==> src/rtl/tmr_pkg.sv <==
package tmr_pkg;
   typedef enum logic [2:0] {
      SRC_CLK   = 3'd0,
      SRC_DIV_A = 3'd1,
      SRC_DIV_B = 3'd2,
      SRC_EXT   = 3'd3,
      SRC_LOWER = 3'd4
   } tmr_src_e;

   typedef struct packed {
      logic     run;
      logic     trig_en;
      logic     link;
      tmr_src_e src;
   } tmr_ctl_t;

   localparam int CTL_W = $bits(tmr_ctl_t);
endpackage

==> src/rtl/tmr_prescale.sv <==
module tmr_prescale #(
   parameter int DIV_A = 8,
   parameter int DIV_B = 32
) (
   input  logic clk_i,
   input  logic rst_n_i,
   output logic tick_a_o,
   output logic tick_b_o
);
   localparam int PW = $clog2(DIV_B);
   localparam int AW = $clog2(DIV_A);

   if (DIV_A < 2 || (DIV_A & (DIV_A - 1)) != 0 || (DIV_B & (DIV_B - 1)) != 0 || DIV_B <= DIV_A)
   begin : g_bad_div
      $error("tmr_prescale: dividers must be powers of two with DIV_B > DIV_A >= 2");
   end

   logic [PW-1:0] pre_q;

   always_ff @(posedge clk_i or negedge rst_n_i) begin
      if (!rst_n_i) pre_q <= '0;
      else          pre_q <= pre_q + 1'b1;
   end

   assign tick_a_o = &pre_q[AW-1:0];
   assign tick_b_o = &pre_q;
endmodule

==> src/rtl/tmr_edge_sync.sv <==
module tmr_edge_sync #(
   parameter int N = 4
) (
   input  logic         clk_i,
   input  logic         rst_n_i,
   input  logic [N-1:0] pin_i,
   output logic [N-1:0] rise_o
);
   logic [N-1:0] s1_q, s2_q, s3_q;

   always_ff @(posedge clk_i or negedge rst_n_i) begin
      if (!rst_n_i) begin
         s1_q <= '0;
         s2_q <= '0;
         s3_q <= '0;
      end else begin
         s1_q <= pin_i;
         s2_q <= s1_q;
         s3_q <= s2_q;
      end
   end

   assign rise_o = s2_q & ~s3_q;
endmodule

==> src/rtl/tmr_unit.sv <==
module tmr_unit #(
   parameter int WIDTH = 8
) (
   input  logic             clk_i,
   input  logic             rst_n_i,
   input  logic             run_i,
   input  logic             step_i,
   input  logic [WIDTH-1:0] reload_i,
   output logic [WIDTH-1:0] cnt_o,
   output logic             uf_o
);
   logic [WIDTH-1:0] cnt_q;

   assign uf_o = run_i && step_i && (cnt_q == '0);

   always_ff @(posedge clk_i or negedge rst_n_i) begin
      if (!rst_n_i)    cnt_q <= '0;
      else if (!run_i) cnt_q <= reload_i;
      else if (step_i) cnt_q <= (cnt_q == '0) ? reload_i : cnt_q - 1'b1;
   end

   assign cnt_o = cnt_q;
endmodule

==> src/rtl/tmr_cascade_group.sv <==
module tmr_cascade_group
   import tmr_pkg::*;
#(
   parameter int  N      = 4,
   parameter int  WIDTH  = 8,
   parameter int  DIV_A  = 8,
   parameter int  DIV_B  = 32,
   localparam int ADDR_W = $clog2(N) + 1
) (
   input  logic              clk_i,
   input  logic              rst_n_i,
   input  logic              wr_en_i,
   input  logic [ADDR_W-1:0] addr_i,
   input  logic [WIDTH-1:0]  wdata_i,
   output logic [WIDTH-1:0]  rdata_o,
   input  logic [N-1:0]      ext_clk_i,
   output logic [N-1:0]      irq_o,
   output logic [N-1:0]      tog_o,
   output logic [N-1:0]      adc_trig_o
);
   localparam int IDX_W = ADDR_W - 1;

   if (N < 2)          begin : g_bad_n     $error("tmr_cascade_group: N must be at least 2"); end
   if (WIDTH < CTL_W)  begin : g_bad_width $error("tmr_cascade_group: WIDTH too small for control"); end

   tmr_ctl_t         ctl_q    [N];
   logic [WIDTH-1:0] reload_q [N];
   logic [WIDTH-1:0] cnt      [N];
   logic [N-1:0]     link_eff, run_eff, step, uf, uf_q, top;
   logic [N-1:0]     irq_q, tog_q, trig_q;
   logic             tick_a, tick_b;
   logic [N-1:0]     ext_rise;
   logic [IDX_W-1:0] idx;
   logic             sel_ctl;

   assign idx     = addr_i[ADDR_W-1:1];
   assign sel_ctl = addr_i[0];

   tmr_prescale #(.DIV_A(DIV_A), .DIV_B(DIV_B)) u_pre (
      .clk_i(clk_i), .rst_n_i(rst_n_i), .tick_a_o(tick_a), .tick_b_o(tick_b));

   tmr_edge_sync #(.N(N)) u_sync (
      .clk_i(clk_i), .rst_n_i(rst_n_i), .pin_i(ext_clk_i), .rise_o(ext_rise));

   always_ff @(posedge clk_i or negedge rst_n_i) begin
      if (!rst_n_i) uf_q <= '0;
      else          uf_q <= uf;
   end

   for (genvar u = 0; u < N; u++) begin : g_unit
      logic src_hit;

      always_ff @(posedge clk_i or negedge rst_n_i) begin
         if (!rst_n_i) begin
            ctl_q[u]    <= '0;
            reload_q[u] <= '0;
         end else if (wr_en_i && int'(idx) == u) begin
            if (sel_ctl) ctl_q[u]    <= tmr_ctl_t'(wdata_i[CTL_W-1:0]);
            else         reload_q[u] <= wdata_i;
         end
      end

      always_comb begin
         case (ctl_q[u].src)
            SRC_CLK:   src_hit = 1'b1;
            SRC_DIV_A: src_hit = tick_a;
            SRC_DIV_B: src_hit = tick_b;
            SRC_EXT:   src_hit = ext_rise[u];
            SRC_LOWER: src_hit = uf_q[(u + N - 1) % N];
            default:   src_hit = 1'b0;
         endcase
      end

      if (u == 0) begin : g_base
         assign link_eff[u] = 1'b0;
         assign run_eff[u]  = ctl_q[u].run;
         assign step[u]     = src_hit;
      end else begin : g_linkable
         assign link_eff[u] = ctl_q[u].link;
         assign run_eff[u]  = link_eff[u] ? run_eff[u-1] : ctl_q[u].run;
         assign step[u]     = link_eff[u] ? uf[u-1] : src_hit;
      end

      if (u == N - 1) begin : g_last
         assign top[u] = 1'b1;
      end else begin : g_inner
         assign top[u] = ~link_eff[u+1];
      end

      tmr_unit #(.WIDTH(WIDTH)) u_cnt (
         .clk_i   (clk_i),
         .rst_n_i (rst_n_i),
         .run_i   (run_eff[u]),
         .step_i  (step[u]),
         .reload_i(reload_q[u]),
         .cnt_o   (cnt[u]),
         .uf_o    (uf[u]));

      always_ff @(posedge clk_i or negedge rst_n_i) begin
         if (!rst_n_i) begin
            irq_q[u]  <= 1'b0;
            trig_q[u] <= 1'b0;
            tog_q[u]  <= 1'b0;
         end else begin
            irq_q[u]  <= uf[u] & top[u];
            trig_q[u] <= uf[u] & top[u] & ctl_q[u].trig_en;
            if (!run_eff[u])          tog_q[u] <= 1'b0;
            else if (uf[u] & top[u])  tog_q[u] <= ~tog_q[u];
         end
      end
   end

   always_comb begin
      rdata_o = '0;
      for (int u = 0; u < N; u++) begin
         if (int'(idx) == u) begin
            if (sel_ctl) rdata_o[CTL_W-1:0] = ctl_q[u];
            else         rdata_o            = cnt[u];
         end
      end
   end

   assign irq_o      = irq_q;
   assign tog_o      = tog_q;
   assign adc_trig_o = trig_q;
endmodule

==> config.mk <==
export PLATFORM = sky130hd
export DESIGN_NAME = tmr_cascade_group
export DESIGN_NICKNAME = d
export VERILOG_FILES = /design/src/rtl/tmr_pkg.sv /design/src/rtl/tmr_prescale.sv /design/src/rtl/tmr_edge_sync.sv /design/src/rtl/tmr_unit.sv /design/src/rtl/tmr_cascade_group.sv
export SDC_FILE = /design/constraint.sdc
export NUM_CORES = 1
export LEC_CHECK = 0
export CAP_MARGIN = 40
export CORE_AREA = 4 4 142 131
export DETAILED_ROUTE_END_ITERATION = 10
export DIE_AREA = 0 0 146 135
export PLACE_DENSITY = 0.6
export SLEW_MARGIN = 20
export SYNTH_ARGS = -nofsm -noshare
export SYNTH_HDL_FRONTEND = slang
export SYNTH_SLANG_ARGS = --single-unit
==> constraint.sdc <==
create_clock -name clk_i -period 3.22 [get_ports clk_i]
set_input_delay 0.966 -clock clk_i [delete_from_list [all_inputs] [get_ports clk_i]]
set_output_delay 0.966 -clock clk_i [all_outputs]
set_load 0.05 [all_outputs]
==> flow_summary.json <==
{
  "synthArstFlopShare_pct": 100,
  "n_antenna_cell": 0,
  "final_hold_viol_count": 0,
  "yosysMostFrequentCell": "dfrtp_1",
  "worstSetupEndpointType": "output pin",
  "drt-initial-drc-count": 282,
  "irDropWorstVdd_uv": 341,
  "maxCapViolCount": 0,
  "dr.pass1.iters": 4,
  "wl_per_cell_um": 19.4,
  "cts-root-buf": "clkbuf_16",
  "cp_max_fo": 6,
  "drcViolationCount": 0,
  "cts_max_path_buffers": 2,
  "synth_common_cells": "dfrtp_1, mux2_2, nor2_1",
  "vias": 4341,
  "globalRoute.totalOverflow": 0,
  "fillers": 1594,
  "synth_edf_count": 0,
  "crit_path_frequent_cell": "buf_4",
  "cts_tree": "built",
  "cp.arrival_ps": 2240,
  "ys.warnings.count": 0,
  "worstSetupPathType": "in -> out",
  "syn_to_final_growth_pct": 23.9,
  "ys_seq_area_share_pct": 50.8,
  "antenna_found_initial": 0,
  "cts_made_buffers": 17,
  "tightest_slew_ps": 843,
  "start_util_pct": 34.3,
  "crit_slowest_cell": "mux2_4",
  "fin_hold_ws_ps": 349,
  "fin_crit_ps": 3200,
  "core_um2": 17200,
  "outcome": "completed",
  "gp_congestion": 0.917,
  "worstPathRequired_ps": 2250,
  "final_nets": 609,
  "htreeDepth": 4,
  "fin_crit_sh_pct": 99.5,
  "portBuffers": 37,
  "fmax_mhz": 312,
  "drtAntennaViolNets": 0,
  "via_per_inst": 5.37,
  "die_w_um": 146,
  "synth-seq-cells": 120,
  "finClkSkew_ps": 7.89,
  "avgSynthCellArea_um2": 11.4,
  "yosysTopAreaCell": "dfrtp_1",
  "cts.clk_slew.worst_paths_ps": 50,
  "synth_area_um2": 5910,
  "clk_latency_ps": 420,
  "slew-limit-headroom_pct": 43.6,
  "post-route-util_pct": 42.5,
  "startpoint_type": "input port",
  "dieArea_um2": 19700,
  "cts_sinks": 120,
  "netlist-cell-type-count": 56,
  "pin_count": 38,
  "rsz0062_at_grt": "false",
  "syn_nets": 546,
  "slew_violations": 0,
  "grt_max_degree": 53,
  "setup_violations": 0,
  "grt_pass1_wl_mm": 25.5,
  "synth_top_area_share_pct": 50.8,
  "rows": 46,
  "drive_gt1_share_pct": 26.3,
  "place_hpwl_mm": 11.1,
  "holdBufCountCts": 0,
  "yosys-top-cells-area": "dfrtp_1, mux2_2, mux4_2, a21oi_1, nor2_1",
  "grt_pass1_vias": 4463,
  "synthFlopType": "dfrtp_1",
  "power_density_nw_per_um2": 820,
  "synth_cells": 517,
  "power_leakage_nw": 3.06,
  "routed_wl_mm": 15.7,
  "hp-class": "reg -> reg",
  "critical_path.max_stage_delay_ps": 290,
  "die_h_um": 135,
  "grt_usage_pct": 16.9,
  "crit_chain": "buf_4, bufbuf_16, buf_4, mux4_2, mux2_4, buf_8"
}
sequential cells by signal, indices dropped and copies added, names as in the netlist, 4 cells and up:
| signal | flops |
|---|---|
| u_sync.s2_q | 4 |
| irq_o | 4 |
| ctl_q | 24 |
| adc_trig_o | 4 |
| tog_o | 4 |
| reload_q | 32 |
| u_pre.pre_q | 5 |
| u_sync.s1_q | 4 |
| g_unit.u_cnt.cnt_o | 32 |
| u_sync.s3_q | 4 |
path summary, 6_finish.rpt:
check                                          from                                    to  slack (ps)  cells past startpoint
max                                       addr_i[1]                            rdata_o[4]          20                      6
min                        u_sync.s1_q[3]$_DFF_PN0_              u_sync.s2_q[3]$_DFF_PN0_         350                      0
max reg2reg                u_pre.pre_q[0]$_DFF_PN0_  g_unit[3].u_cnt.cnt_o[2]$_DFFE_PN0P_         520                     11
min reg2reg                u_sync.s1_q[3]$_DFF_PN0_              u_sync.s2_q[3]$_DFF_PN0_         350                      0
max in group asynchronous                   rst_n_i               reload_q[4]$_DFFE_PN0P_        2070                      2
min in group asynchronous                   rst_n_i                 ctl_q[22]$_DFFE_PN0P_         480                      1
placed cells by master (no fill, tap or decap), drive strengths merged, types with 3 or more instances in the layout:
| master | netlist | final |
|---|---|---|
| mux4 | 14 | 14 |
| o21ai | 38 | 38 |
| nor3 | 18 | 18 |
| a211oi | 7 | 7 |
| inv | 20 | 20 |
| o22ai | 6 | 6 |
| nand2 | 17 | 17 |
| nand4b | 7 | 7 |
| nor4 | 6 | 6 |
| and2 | 5 | 5 |
| clkdlybuf4s50 | 0 | 25 |
| nor2 | 44 | 44 |
| xnor2 | 3 | 3 |
| nand3 | 6 | 6 |
| nand2b | 9 | 9 |
| buf | 9 | 37 |
| dfrtp | 120 | 120 |
| or3 | 6 | 6 |
| ha | 11 | 11 |
| o211ai | 4 | 4 |
| nor3b | 7 | 7 |
| clkinv | 0 | 4 |
| a21oi | 42 | 42 |
| clkbuf | 11 | 25 |
| clkinvlp | 0 | 3 |
| nor2b | 7 | 7 |
| mux2 | 60 | 60 |
| a31oi | 6 | 6 |
| and3 | 3 | 3 |
| o22a | 6 | 6 |
kinds of logic after synthesis:
| family | share of synthesized area, % |
|---|---|
| AO/OA/AOI/OAI | 12.9 |
| XOR/XNOR | 0.742 |
| adder cells (fa/ha/maj) | 2.33 |
| buffers and inverters | 2.80 |
| flip-flops | 50.8 |
| multiplexers | 17.2 |
| AND/OR/NAND/NOR | 13.3 |
layer usage:
layer  up-vias  track usage, %  share of wire [%]
met4         0            6.64                2.3
met5         -               0                  0
met1      2171            21.9                 45
met2       109            27.3                 49
met3        26            4.56                4.5
li1       2035               -                  -
worst max-delay path, delay by kind of cell:
| family | cells | cell delay, ps |
|---|---|---|
| multiplexers | 2 | 570 |
| buffers and inverters | 4 | 690 |
per-stage QoR:
step                      cells  TNS (ps)  power [mW]  worst slack [ps]  instance area (µm²)
after floorplan             517         0        3.59               104                 5910
after global placement      772     -2790        4.16              -378                 6640
after detailed placement    772     -2970        4.21              -406                 6640
after CTS                   809         0        6.02              14.5                 7300
after global routing        809         0        6.38             0.902                 7320
final                       809         0        6.00              17.1                 7320
where the power goes:
group | switching [mW] | total, mW | internal (mW)
sequential | 0.502 | 2.38 | 1.87
combinational | 1.02 | 1.89 | 0.869
clock | 0.656 | 1.73 | 1.08
cell type report:
class | instances | area (µm²) | area share [%]
flip-flops and latches | 120 | 3000 | 41.0
well taps | 216 | 270 | 3.69
inverters | 20 | 75.1 | 1.03
clock inverters | 7 | 42.5 | 0.581
clock buffers | 25 | 505 | 6.91
multi-input cells | 357 | 2760 | 37.7
repair buffers | 64 | 661 | 9.03
repair_timing:
item / CTS / global route
gates resized for setup: 21 / 4
endpoints found under the hold margin: 0 / 0
endpoints found under the setup margin: 8 / 3
gates cloned: 2 / 0
setup buffers: 3 / 0
Power figures use the tool's default switching activity.
